==> config.mk <==
export PLATFORM = sky130hd
export DESIGN_NAME = uart_rx_oversamp
export DESIGN_NICKNAME = d
export VERILOG_FILES = /design/src/rtl/urx_pkg.sv /design/src/rtl/urx_deframer.sv /design/src/rtl/urx_fifo.sv /design/src/rtl/uart_rx_oversamp.sv
export SDC_FILE = /design/constraint.sdc
export NUM_CORES = 1
export LEC_CHECK = 0
export BUFFER_PORTS_ARGS = -buffer_cell sky130_fd_sc_hd__buf_2
export CORE_ASPECT_RATIO = 1.2
export CORE_MARGIN = 2
export CORE_UTILIZATION = 60
export CTS_CLUSTER_SIZE = 24
export DETAILED_ROUTE_END_ITERATION = 10
export PLACE_DENSITY = 0.79
export SYNTH_ARGS = -nofsm -noshare
export SYNTH_HDL_FRONTEND = slang
export SYNTH_SLANG_ARGS = --single-unit
==> constraint.sdc <==
create_clock -name clk -period 4.05 [get_ports clk]
set_input_delay 0.2025 -clock clk [delete_from_list [all_inputs] [get_ports clk]]
set_output_delay 0.2025 -clock clk [all_outputs]
set_load 0.02 [all_outputs]
==> src/rtl/urx_pkg.sv <==
package urx_pkg;

   typedef enum logic [2:0] {
      ST_IDLE,
      ST_START,
      ST_DATA,
      ST_PAR,
      ST_STOP
   } rx_state_e;

   function automatic logic maj3(input logic a, input logic b, input logic c);
      return (a & b) | (a & c) | (b & c);
   endfunction

endpackage

==> src/rtl/urx_deframer.sv <==
module urx_deframer
   import urx_pkg::*;
#(
   parameter int OS_NORM     = 16,
   parameter int OS_FAST     = 8,
   parameter int DATA_BITS   = 8,
   parameter int SYNC_STAGES = 2
) (
   input  logic                 clk,
   input  logic                 rst_n,
   input  logic                 en,
   input  logic                 fast_mode,
   input  logic                 par_en,
   input  logic                 par_odd,
   input  logic                 os_tick,
   input  logic                 rxd,
   output logic                 done,
   output logic [DATA_BITS-1:0] data,
   output logic                 perr,
   output logic                 ferr
);

   localparam int CW = $clog2(OS_NORM);
   localparam int BW = $clog2(DATA_BITS);
   localparam logic [CW-1:0] LAST_N = CW'(OS_NORM - 1);
   localparam logic [CW-1:0] LAST_F = CW'(OS_FAST - 1);
   localparam logic [CW-1:0] MID_N  = CW'(OS_NORM / 2);
   localparam logic [CW-1:0] MID_F  = CW'(OS_FAST / 2);
   localparam logic [BW-1:0] BIT_LAST = BW'(DATA_BITS - 1);

   // line synchronizer, one flop per stage
   logic [SYNC_STAGES-1:0] sync_q;
   for (genvar i = 0; i < SYNC_STAGES; i++) begin : g_sync
      always_ff @(posedge clk or negedge rst_n) begin
         if (!rst_n) sync_q[i] <= 1'b1;
         else if (i == 0) sync_q[i] <= rxd;
         else sync_q[i] <= sync_q[(i == 0) ? 0 : i-1];
      end
   end

   logic line;
   assign line = sync_q[SYNC_STAGES-1];

   rx_state_e            state;
   logic [CW-1:0]        cnt;
   logic [BW-1:0]        bidx;
   logic                 last_line;
   logic                 va, vb, pbit;
   logic                 cfg_fast, cfg_pen, cfg_podd;
   logic [DATA_BITS-1:0] shreg;
   logic [CW-1:0]        mid, bit_end;
   logic                 vote;

   assign mid     = cfg_fast ? MID_F : MID_N;
   assign bit_end = cfg_fast ? LAST_F : LAST_N;
   assign vote    = maj3(va, vb, line);

   always_ff @(posedge clk or negedge rst_n) begin
      if (!rst_n) begin
         state     <= ST_IDLE;
         cnt       <= '0;
         bidx      <= '0;
         last_line <= 1'b0;
         va        <= 1'b1;
         vb        <= 1'b1;
         pbit      <= 1'b0;
         cfg_fast  <= 1'b0;
         cfg_pen   <= 1'b0;
         cfg_podd  <= 1'b0;
         shreg     <= '0;
         done      <= 1'b0;
         data      <= '0;
         perr      <= 1'b0;
         ferr      <= 1'b0;
      end else if (!en) begin
         state     <= ST_IDLE;
         last_line <= 1'b0;
         done      <= 1'b0;
      end else begin
         done <= 1'b0;
         if (os_tick) begin
            last_line <= line;
            if (state == ST_IDLE) begin
               if (last_line && !line) begin
                  state    <= ST_START;
                  cnt      <= CW'(1);
                  cfg_fast <= fast_mode;
                  cfg_pen  <= par_en;
                  cfg_podd <= par_odd;
               end
            end else begin
               if (cnt == mid - CW'(1)) va <= line;
               if (cnt == mid) vb <= line;
               if (cnt == mid + CW'(1)) begin
                  unique case (state)
                     ST_START: if (vote) state <= ST_IDLE;
                     ST_DATA:  shreg <= {vote, shreg[DATA_BITS-1:1]};
                     ST_PAR:   pbit <= vote;
                     ST_STOP: begin
                        state <= ST_IDLE;
                        done  <= 1'b1;
                        data  <= shreg;
                        ferr  <= !vote;
                        perr  <= cfg_pen & (pbit ^ (^shreg) ^ cfg_podd);
                     end
                     default: state <= ST_IDLE;
                  endcase
               end
               if (cnt == bit_end) begin
                  cnt <= '0;
                  unique case (state)
                     ST_START: begin
                        state <= ST_DATA;
                        bidx  <= '0;
                     end
                     ST_DATA: begin
                        if (bidx == BIT_LAST) state <= cfg_pen ? ST_PAR : ST_STOP;
                        else bidx <= bidx + BW'(1);
                     end
                     ST_PAR:  state <= ST_STOP;
                     default: state <= ST_IDLE;
                  endcase
               end else begin
                  cnt <= cnt + CW'(1);
               end
            end
         end
      end
   end

   // disable forces the frame engine back to idle with no completion
   a_r10_disable_idles: assert property (@(posedge clk) disable iff (!rst_n)
      !en |=> (state == ST_IDLE) && !done);

   // sampling state advances only on an oversample tick
   a_r5_moves_on_tick: assert property (@(posedge clk) disable iff (!rst_n)
      (en && !os_tick) |=> $stable(state) && $stable(cnt));

   // each character is reported for exactly one cycle
   a_r8_done_single: assert property (@(posedge clk) disable iff (!rst_n)
      done |=> !done);

endmodule

==> src/rtl/urx_fifo.sv <==
module urx_fifo #(
   parameter int W     = 10,
   parameter int DEPTH = 2
) (
   input  logic         clk,
   input  logic         rst_n,
   input  logic         clr,
   input  logic         push,
   input  logic [W-1:0] din,
   input  logic         pop,
   output logic [W-1:0] dout,
   output logic         empty,
   output logic         full
);

   localparam int CNTW = $clog2(DEPTH + 1);

   logic [CNTW-1:0] level;
   logic            do_push, do_pop;

   assign empty   = (level == '0);
   assign full    = (level == CNTW'(DEPTH));
   assign do_push = push && !full;
   assign do_pop  = pop && !empty;

   if (DEPTH == 1) begin : g_single
      logic [W-1:0] slot;
      always_ff @(posedge clk or negedge rst_n) begin
         if (!rst_n) begin
            slot  <= '0;
            level <= '0;
         end else if (clr) begin
            level <= '0;
         end else begin
            if (do_push) slot <= din;
            level <= level + CNTW'(do_push) - CNTW'(do_pop);
         end
      end
      assign dout = slot;
   end else begin : g_ring
      localparam int PW = $clog2(DEPTH);
      logic [W-1:0]  mem [DEPTH];
      logic [PW-1:0] wp, rp;

      function automatic logic [PW-1:0] nxt(input logic [PW-1:0] p);
         return (p == PW'(DEPTH - 1)) ? '0 : p + PW'(1);
      endfunction

      always_ff @(posedge clk) begin
         if (do_push && !clr) mem[wp] <= din;
      end

      always_ff @(posedge clk or negedge rst_n) begin
         if (!rst_n) begin
            wp    <= '0;
            rp    <= '0;
            level <= '0;
         end else if (clr) begin
            wp    <= '0;
            rp    <= '0;
            level <= '0;
         end else begin
            if (do_push) wp <= nxt(wp);
            if (do_pop) rp <= nxt(rp);
            level <= level + CNTW'(do_push) - CNTW'(do_pop);
         end
      end
      assign dout = mem[rp];
   end

   // an accepted character becomes readable on the next cycle
   a_r8_push_visible: assert property (@(posedge clk) disable iff (!rst_n)
      (push && !clr) |=> !empty);

   // a clear empties the queue by the next cycle
   a_r10_clear_empties: assert property (@(posedge clk) disable iff (!rst_n)
      clr |=> empty);

   // a push into a full queue without a pop leaves the fill level alone
   a_r9_drop_when_full: assert property (@(posedge clk) disable iff (!rst_n)
      (push && full && !pop && !clr) |=> $stable(level));

   // a pop of an empty queue with nothing arriving keeps it empty
   a_r11_pop_empty_noop: assert property (@(posedge clk) disable iff (!rst_n)
      (pop && empty && !push && !clr) |=> empty);

endmodule

==> src/rtl/uart_rx_oversamp.sv <==
module uart_rx_oversamp #(
   parameter int OS_NORM     = 16,
   parameter int OS_FAST     = 8,
   parameter int DATA_BITS   = 8,
   parameter int FIFO_DEPTH  = 2,
   parameter int SYNC_STAGES = 2
) (
   input  logic                 clk,
   input  logic                 rst_n,
   input  logic                 rx_en,
   input  logic                 fast_mode,
   input  logic                 par_en,
   input  logic                 par_odd,
   input  logic                 os_tick,
   input  logic                 rxd,
   input  logic                 rd_strobe,
   output logic [DATA_BITS-1:0] rx_data,
   output logic                 rx_perr,
   output logic                 rx_ferr,
   output logic                 rx_avail,
   output logic                 rx_overrun
);

   localparam int EW = DATA_BITS + 2;

   if (OS_FAST < 6 || (OS_FAST % 2) != 0) begin : g_bad_fast
      $error("OS_FAST must be even and at least 6");
   end
   if (OS_NORM <= OS_FAST || (OS_NORM % 2) != 0) begin : g_bad_norm
      $error("OS_NORM must be even and above OS_FAST");
   end
   if (DATA_BITS < 2) begin : g_bad_bits
      $error("DATA_BITS must be at least 2");
   end
   if (FIFO_DEPTH < 1) begin : g_bad_depth
      $error("FIFO_DEPTH must be at least 1");
   end
   if (SYNC_STAGES < 2) begin : g_bad_sync
      $error("SYNC_STAGES must be at least 2");
   end

   logic                 fr_done, fr_perr, fr_ferr;
   logic [DATA_BITS-1:0] fr_data;
   logic [EW-1:0]        head;
   logic                 q_empty, q_full;

   urx_deframer #(
      .OS_NORM    (OS_NORM),
      .OS_FAST    (OS_FAST),
      .DATA_BITS  (DATA_BITS),
      .SYNC_STAGES(SYNC_STAGES)
   ) u_deframer (
      .clk      (clk),
      .rst_n    (rst_n),
      .en       (rx_en),
      .fast_mode(fast_mode),
      .par_en   (par_en),
      .par_odd  (par_odd),
      .os_tick  (os_tick),
      .rxd      (rxd),
      .done     (fr_done),
      .data     (fr_data),
      .perr     (fr_perr),
      .ferr     (fr_ferr)
   );

   urx_fifo #(
      .W    (EW),
      .DEPTH(FIFO_DEPTH)
   ) u_fifo (
      .clk  (clk),
      .rst_n(rst_n),
      .clr  (!rx_en),
      .push (fr_done),
      .din  ({fr_data, fr_perr, fr_ferr}),
      .pop  (rd_strobe && !q_empty),
      .dout (head),
      .empty(q_empty),
      .full (q_full)
   );

   assign rx_data  = head[EW-1:2];
   assign rx_perr  = head[1];
   assign rx_ferr  = head[0];
   assign rx_avail = !q_empty;

   always_ff @(posedge clk or negedge rst_n) begin
      if (!rst_n) rx_overrun <= 1'b0;
      else if (!rx_en) rx_overrun <= 1'b0;
      else if (fr_done && q_full) rx_overrun <= 1'b1;
      else if (rd_strobe) rx_overrun <= 1'b0;
   end

   // overrun rises only when a character meets a full queue
   a_r9_overrun_cause: assert property (@(posedge clk) disable iff (!rst_n)
      $rose(rx_overrun) |-> $past(fr_done && q_full));

   // disable clears both the available and overrun indications
   a_r10_disable_clears: assert property (@(posedge clk) disable iff (!rst_n)
      !rx_en |=> !rx_avail && !rx_overrun);

endmodule

### Yosys cells after proc, flatten, opt, wreduce, memory -nomap -nowiden

Memory sizes are Yosys's and may differ from the RTL's.
Index checks and enable logic that the tools add are counted.

* flip-flop bits (word level): 43
* memory bits (writable): 20
* input bits: 9
* memories kept: 1

* add/sub/neg operators: 8
* equality and inequality tests: 17
* mux-type cells: 37
* bitwise operators: 9
* reduce and logical (&&, ||, !) cells: 24

Memory list
* u_fifo.g_ring.mem: words 2, bits a word 10, rd ports 1, clocked after memory_dff 0, wr ports 1, RTL line urx_fifo.sv:42 `logic [W-1:0] mem [DEPTH];`

Operators by type and width (number)
* 2-to-1 mux 3 bit: 10
* 2-to-1 mux 4 bit: 5
* 2-to-1 mux 1 bit: 18
* == test 4 bit: 4
* AND reduction 5 bit: 3
* case mux 3 bit (2 select lines): 2
* AND reduction 4 bit: 3
* case mux 3 bit (3 select lines): 1
* adder 4 x 1 -> 4 bit, second input constant: 2
* parity 8 bit: 1
* == test 3 x 2 -> 1 bit, second input constant: 2
* == test 3 bit, second input constant: 2
* logical AND 1 bit: 6
* inequality test 2 x 1 -> 1 bit, second input constant: 3
* AND reduction 6 bit: 1
* AND 1 bit: 4
* zero test 1 bit: 4
* inequality test 2 bit, second input constant: 2
* subtractor 4 x 1 -> 4 bit, second input constant: 1
* adder 3 x 1 -> 3 bit, second input constant: 1
* == test 3 x 1 -> 1 bit, second input constant: 1
* zero test 3 bit: 1
* inequality test 3 x 1 -> 1 bit, second input constant: 1
* inequality test 3 bit, second input constant: 1
* 13 further kinds: 16

### Logic depth before layout (Yosys ltp)

* depth after elaboration: 12
* mapped depth: 8
* gate-level depth less buffers: 8

### Hierarchy

Synthesis repeated with hierarchy kept, for this count alone.

* cell total of the unflattened synthesis: 228
* area, all modules: 2995.4 sq um

By module, submodules not included
* urx_deframer: instances 1, cells each 167, area each 1966.9 sq um
* urx_fifo: instances 1, cells each 54, area each 968.4 sq um
* uart_rx_oversamp: instances 1, cells each 7, area each 60.1 sq um

### Worst setup path before layout

Ideal clock, no wire load.

* path kind: register to register
* start: register u_fifo.level[1]
* end: register u_fifo.level[1]
* setup time: 119 ps
* arrival: 1814 ps
* path slack: 2117 ps
* cell stages (with the launch flop): 9
* buffers on the path: 0
* clock period less this slack: 1933 ps
* path through: dfrtp_1 or2_2 and2_1 ha_1 inv_1 ha_1 xnor2_1 xnor2_1 and2_1

* word-level cells in the longest chain between the ends: 6
* elaborated cells between the ends (all ways): 10
* classes of those cells: 2 x add/sub; 1 x eq/ne; 1 x mux; 6 x reduce/logical

RTL lines
* start: declaration: RTL line urx_fifo.sv:18 `logic [CNTW-1:0] level;`
* start signal: assignment: RTL line urx_fifo.sv:65 `level <= level + CNTW'(do_push) - CNTW'(do_pop);`
* zero test 2 bit *: RTL line urx_fifo.sv:21 `assign empty = (level == '0);`
* zero test 1 bit *
* named net rx_avail: RTL line uart_rx_oversamp.sv:20 `output logic rx_avail,`
* logical AND 1 bit: RTL line uart_rx_oversamp.sv:76 `.pop (rd_strobe && !q_empty),`
* logical AND 1 bit *: RTL line urx_fifo.sv:24 `assign do_pop = pop && !empty;`
* subtractor 2 x 1 -> 2 bit *: RTL line urx_fifo.sv:65
* 2-to-1 mux 2 bit *: RTL line urx_fifo.sv:58 `end else if (clr) begin`

Mark *: on every way through the listed nets, which the timed path passes. The rest lies on a longest branch.
A chain may end at the register's enable or synchronous reset.

### Worst setup path after layout

* start: register u_deframer.cnt[0]
* end: register u_deframer.data[0]

* word-level cells in the longest chain between the ends: 2

RTL lines
* start: declaration: RTL line urx_deframer.sv:45 `logic [CW-1:0] cnt;`
* start signal: assignment: RTL line urx_deframer.sv:124 `cnt <= cnt + CW'(1);`
* == test 4 bit: RTL line urx_deframer.sv:94 `if (cnt == mid + CW'(1)) begin`
* AND reduction 5 bit (no source line)
* end signal: assignment: RTL line urx_deframer.sv:102 `data <= shreg;`
* end: declaration: RTL line urx_deframer.sv:18 `output logic [DATA_BITS-1:0] data,`

No other way between the ends.

==> flow_metrics.tcl <==
set metrics [dict create \
    io_buffers 20 \
    cts-root-buf "clkbuf_8" \
    period_share 0.559 \
    io_pins 21 \
    htree_levels 3 \
    tritoncts "done" \
    yosysSeqAreaShare 0.574 \
    yosysTopAreaCellShare 0.333 \
    start_util 0.629 \
    leakage_uw 0.00141 \
    synthXorXnorAreaFrac 0.0465 \
    violations "negative hold slack" \
    ff2ff_path_depth 4 \
    drtIter0Drc 126 \
    dpl_worst_slack_ns 1.82 \
    synth-async-reset-ratio 0.683 \
    ant_nets 0 \
    ys_types 53 \
    dr.pass1.iters 4 \
    clkTransAtPathRegs_ns 0.07 \
    max_freq_mhz 442 \
    ys.flop_type "dfrtp_1" \
    syn-mean-instance-area_um2 13.3 \
    routedWlPerCell_um 16.2 \
    cts_resized 0 \
    clk_path_buf_depth 2 \
    area_growth_syn_to_layout_pct 10.9 \
    vias_per_cell 5.69 \
    nets 259 \
    rsz0062_at_grt "false" \
    regArea_mm2 0.00168 \
    diodes 0 \
    p_per_area_mw_per_mm2 469 \
    synth_compound_area_frac 0.0675 \
    synth_mux_area_frac 0.135 \
    drv_slew 0 \
    grt_max_degree 44 \
    grt_use_total 0.220 \
    drc 0 \
    drt-total-wl_um 4950 \
    outcome "finished with violations" \
    setup_viol_count_final 0 \
    cts.sinks 63 \
    synth_simple_gate_area_frac 0.113 \
    end_kind "register" \
    antenna_found_initial 0 \
    multi_input_area_mm2 0.00116 \
    syn_area_mm2 0.00293 \
    core_area_mm2 0.00466 \
    post_cts_buffers 0 \
    n_fill_cell 331 \
    gp_congestion 0.852 \
    rows 27 \
    grt-ovfl-total 0 \
    yosysWarnings 0 \
    irDropWorstVdd_mv 0.546 \
    crit_arrival_ns 2.49 \
    grt_first_pass_wirelength_um 8470 \
    fin_crit_ns 2.26 \
    die_h_um 80.6 \
    crit_type "register to register" \
    fin_worst_hold_slack_ns -0.0187 \
    finalClockSkew_ns 0.00715 \
    synthCells 221 \
    finalSetupTns_ns 0 \
    grt.busiest_layer "met2" \
    maxSlewHeadroom 0.309 \
    clk_latency_ns 0.34 \
    vias 1742 \
    required_ns 4.28 \
    numCtsBuffers 9 \
    synthAdderAreaFrac 0.0333 \
    worstMarginPinSlew_ns 1.04 \
    hold_viol_final 14 \
    ys_top_cells_by_area "dfrtp_1 (33%), edfxtp_1 (20%), mux2_2 (12%)" \
    drive_above_1_share 0.310 \
    synth_edf_count 20 \
    cp_max_fo 11 \
    hp-class "input port to asynchronous set/reset pin" \
    die_width_um 67.8 \
    synth_nets 237 \
    grt_pass1_vias 1796 \
    die_area_mm2 0.00546 \
    drv_cap 0 \
    ctsHoldBuffers 1 \
    ys_seq_elements 63 \
    synth_top_family_by_area "multiplexers" \
    use_met1 0.261 \
    synth_top_area_cell "dfrtp_1" \
    met2_usage 0.347 \
    met3_usage 0.0798 \
    hpwl_um 3470 \
    start_kind "register" \
    timing.final.ws_setup_ns 1.79 \
]
-- cells by family after synthesis --
kind of cell | Yosys count
AO/OA/AOI/OAI | 29
XOR/XNOR | 14
AND/OR/NAND/NOR | 54
buffers and inverters | 18
multiplexers | 35
adder cells (fa/ha/maj) | 8
flip-flops | 63
-- state kept, by name, summed over array words and instances, names as in the netlist, 2 cells and up --
signal / cells
u_fifo.level: 2
u_deframer.shreg: 8
u_deframer.state: 3
u_fifo.g_ring.mem: 20
u_deframer.data: 8
u_deframer.bidx: 3
u_deframer.cnt: 4
-- synthesized netlist by cell type, drive strengths merged, types with 3 or more instances --
cell type,n
dfrtp,39
mux2,33
edfxtp,20
nand2,10
xnor2,10
and2,8
inv,8
ha,7
o21ai,7
buf,5
clkbuf,5
nor2,5
nor2b,5
dfstp,4
nor3,4
a21oi,3
a22o,3
nand2b,3
nand3,3
nand4,3
xor2,3
-- critical path: stages, from the launching register on --
cell       delay (ns)
dfrtp_1          0.44
ha_1             0.23
and4b_2          0.22
o2111ai_1        0.83
mux2_2           0.44
-- routing by layer --
metal,routed length [um],share of wire
met5,0,0
met4,136,0.027
met3,242,0.049
met2,2570,0.52
met1,2000,0.40
-- final cells by class --
type | count | area share
clock buffers | 9 | 0.0381
multi-input cells | 140 | 0.357
inverters | 8 | 0.00924
flip-flops and latches | 63 | 0.518
clock inverters | 7 | 0.0223
repair buffers | 21 | 0.0339
well taps | 58 | 0.0223
-- through the flow --
step                      cell area (um2)  utilization  hold slack [ns]  cells  total power (uW)
after global placement               3040        0.653            0.308    289               986
final                                3250        0.697          -0.0187    306              1520
after CTS                            3250        0.697           0.0322    306              1540
after detailed placement             3040        0.653            0.309    289               998
after floorplan                      2930            -          -0.0931    221               953
after global routing                 3250        0.697           0.0753    306              1600
-- where the power goes --
group / switching (uW) / internal [uW]
Clock: 253 / 284
Sequential: 56.2 / 690
Combinational: 127 / 114
-- final timing paths --
kind | start | to | slack (ns)
setup / recovery | u_deframer.cnt[0] | u_deframer.data[0] | 1.79
hold / removal | rst_n | u_deframer.bidx[1] | -0.02
setup reg to reg | u_deframer.cnt[0] | u_deframer.data[0] | 1.79
hold reg to reg | u_deframer.sync_q[0] | u_deframer.line | 0.36
max in group asynchronous | rst_n | u_deframer.state[2] | 3.48
min in group clk | fast_mode | u_deframer.cfg_fast | 0.09
-- cell usage in the layout, fill, tap and decap left out, types with 3 or more instances in the layout --
| cell | n |
|---|---|
| xor2_1 | 3 |
| ha_1 | 7 |
| inv_1 | 8 |
| a22o_1 | 3 |
| edfxtp_1 | 20 |
| nand2_1 | 10 |
| mux2_2 | 32 |
| a21oi_1 | 3 |
| nor2_1 | 5 |
| o21ai_0 | 7 |
| xnor2_1 | 10 |
| dfrtp_1 | 39 |
| nor2b_1 | 5 |
| clkbuf_8 | 9 |
| buf_2 | 20 |
| dfstp_2 | 4 |
| nor3_1 | 4 |
| nand2b_1 | 3 |
| and2_1 | 8 |
| nand3_1 | 3 |
(Power assumes the default switching activity.)
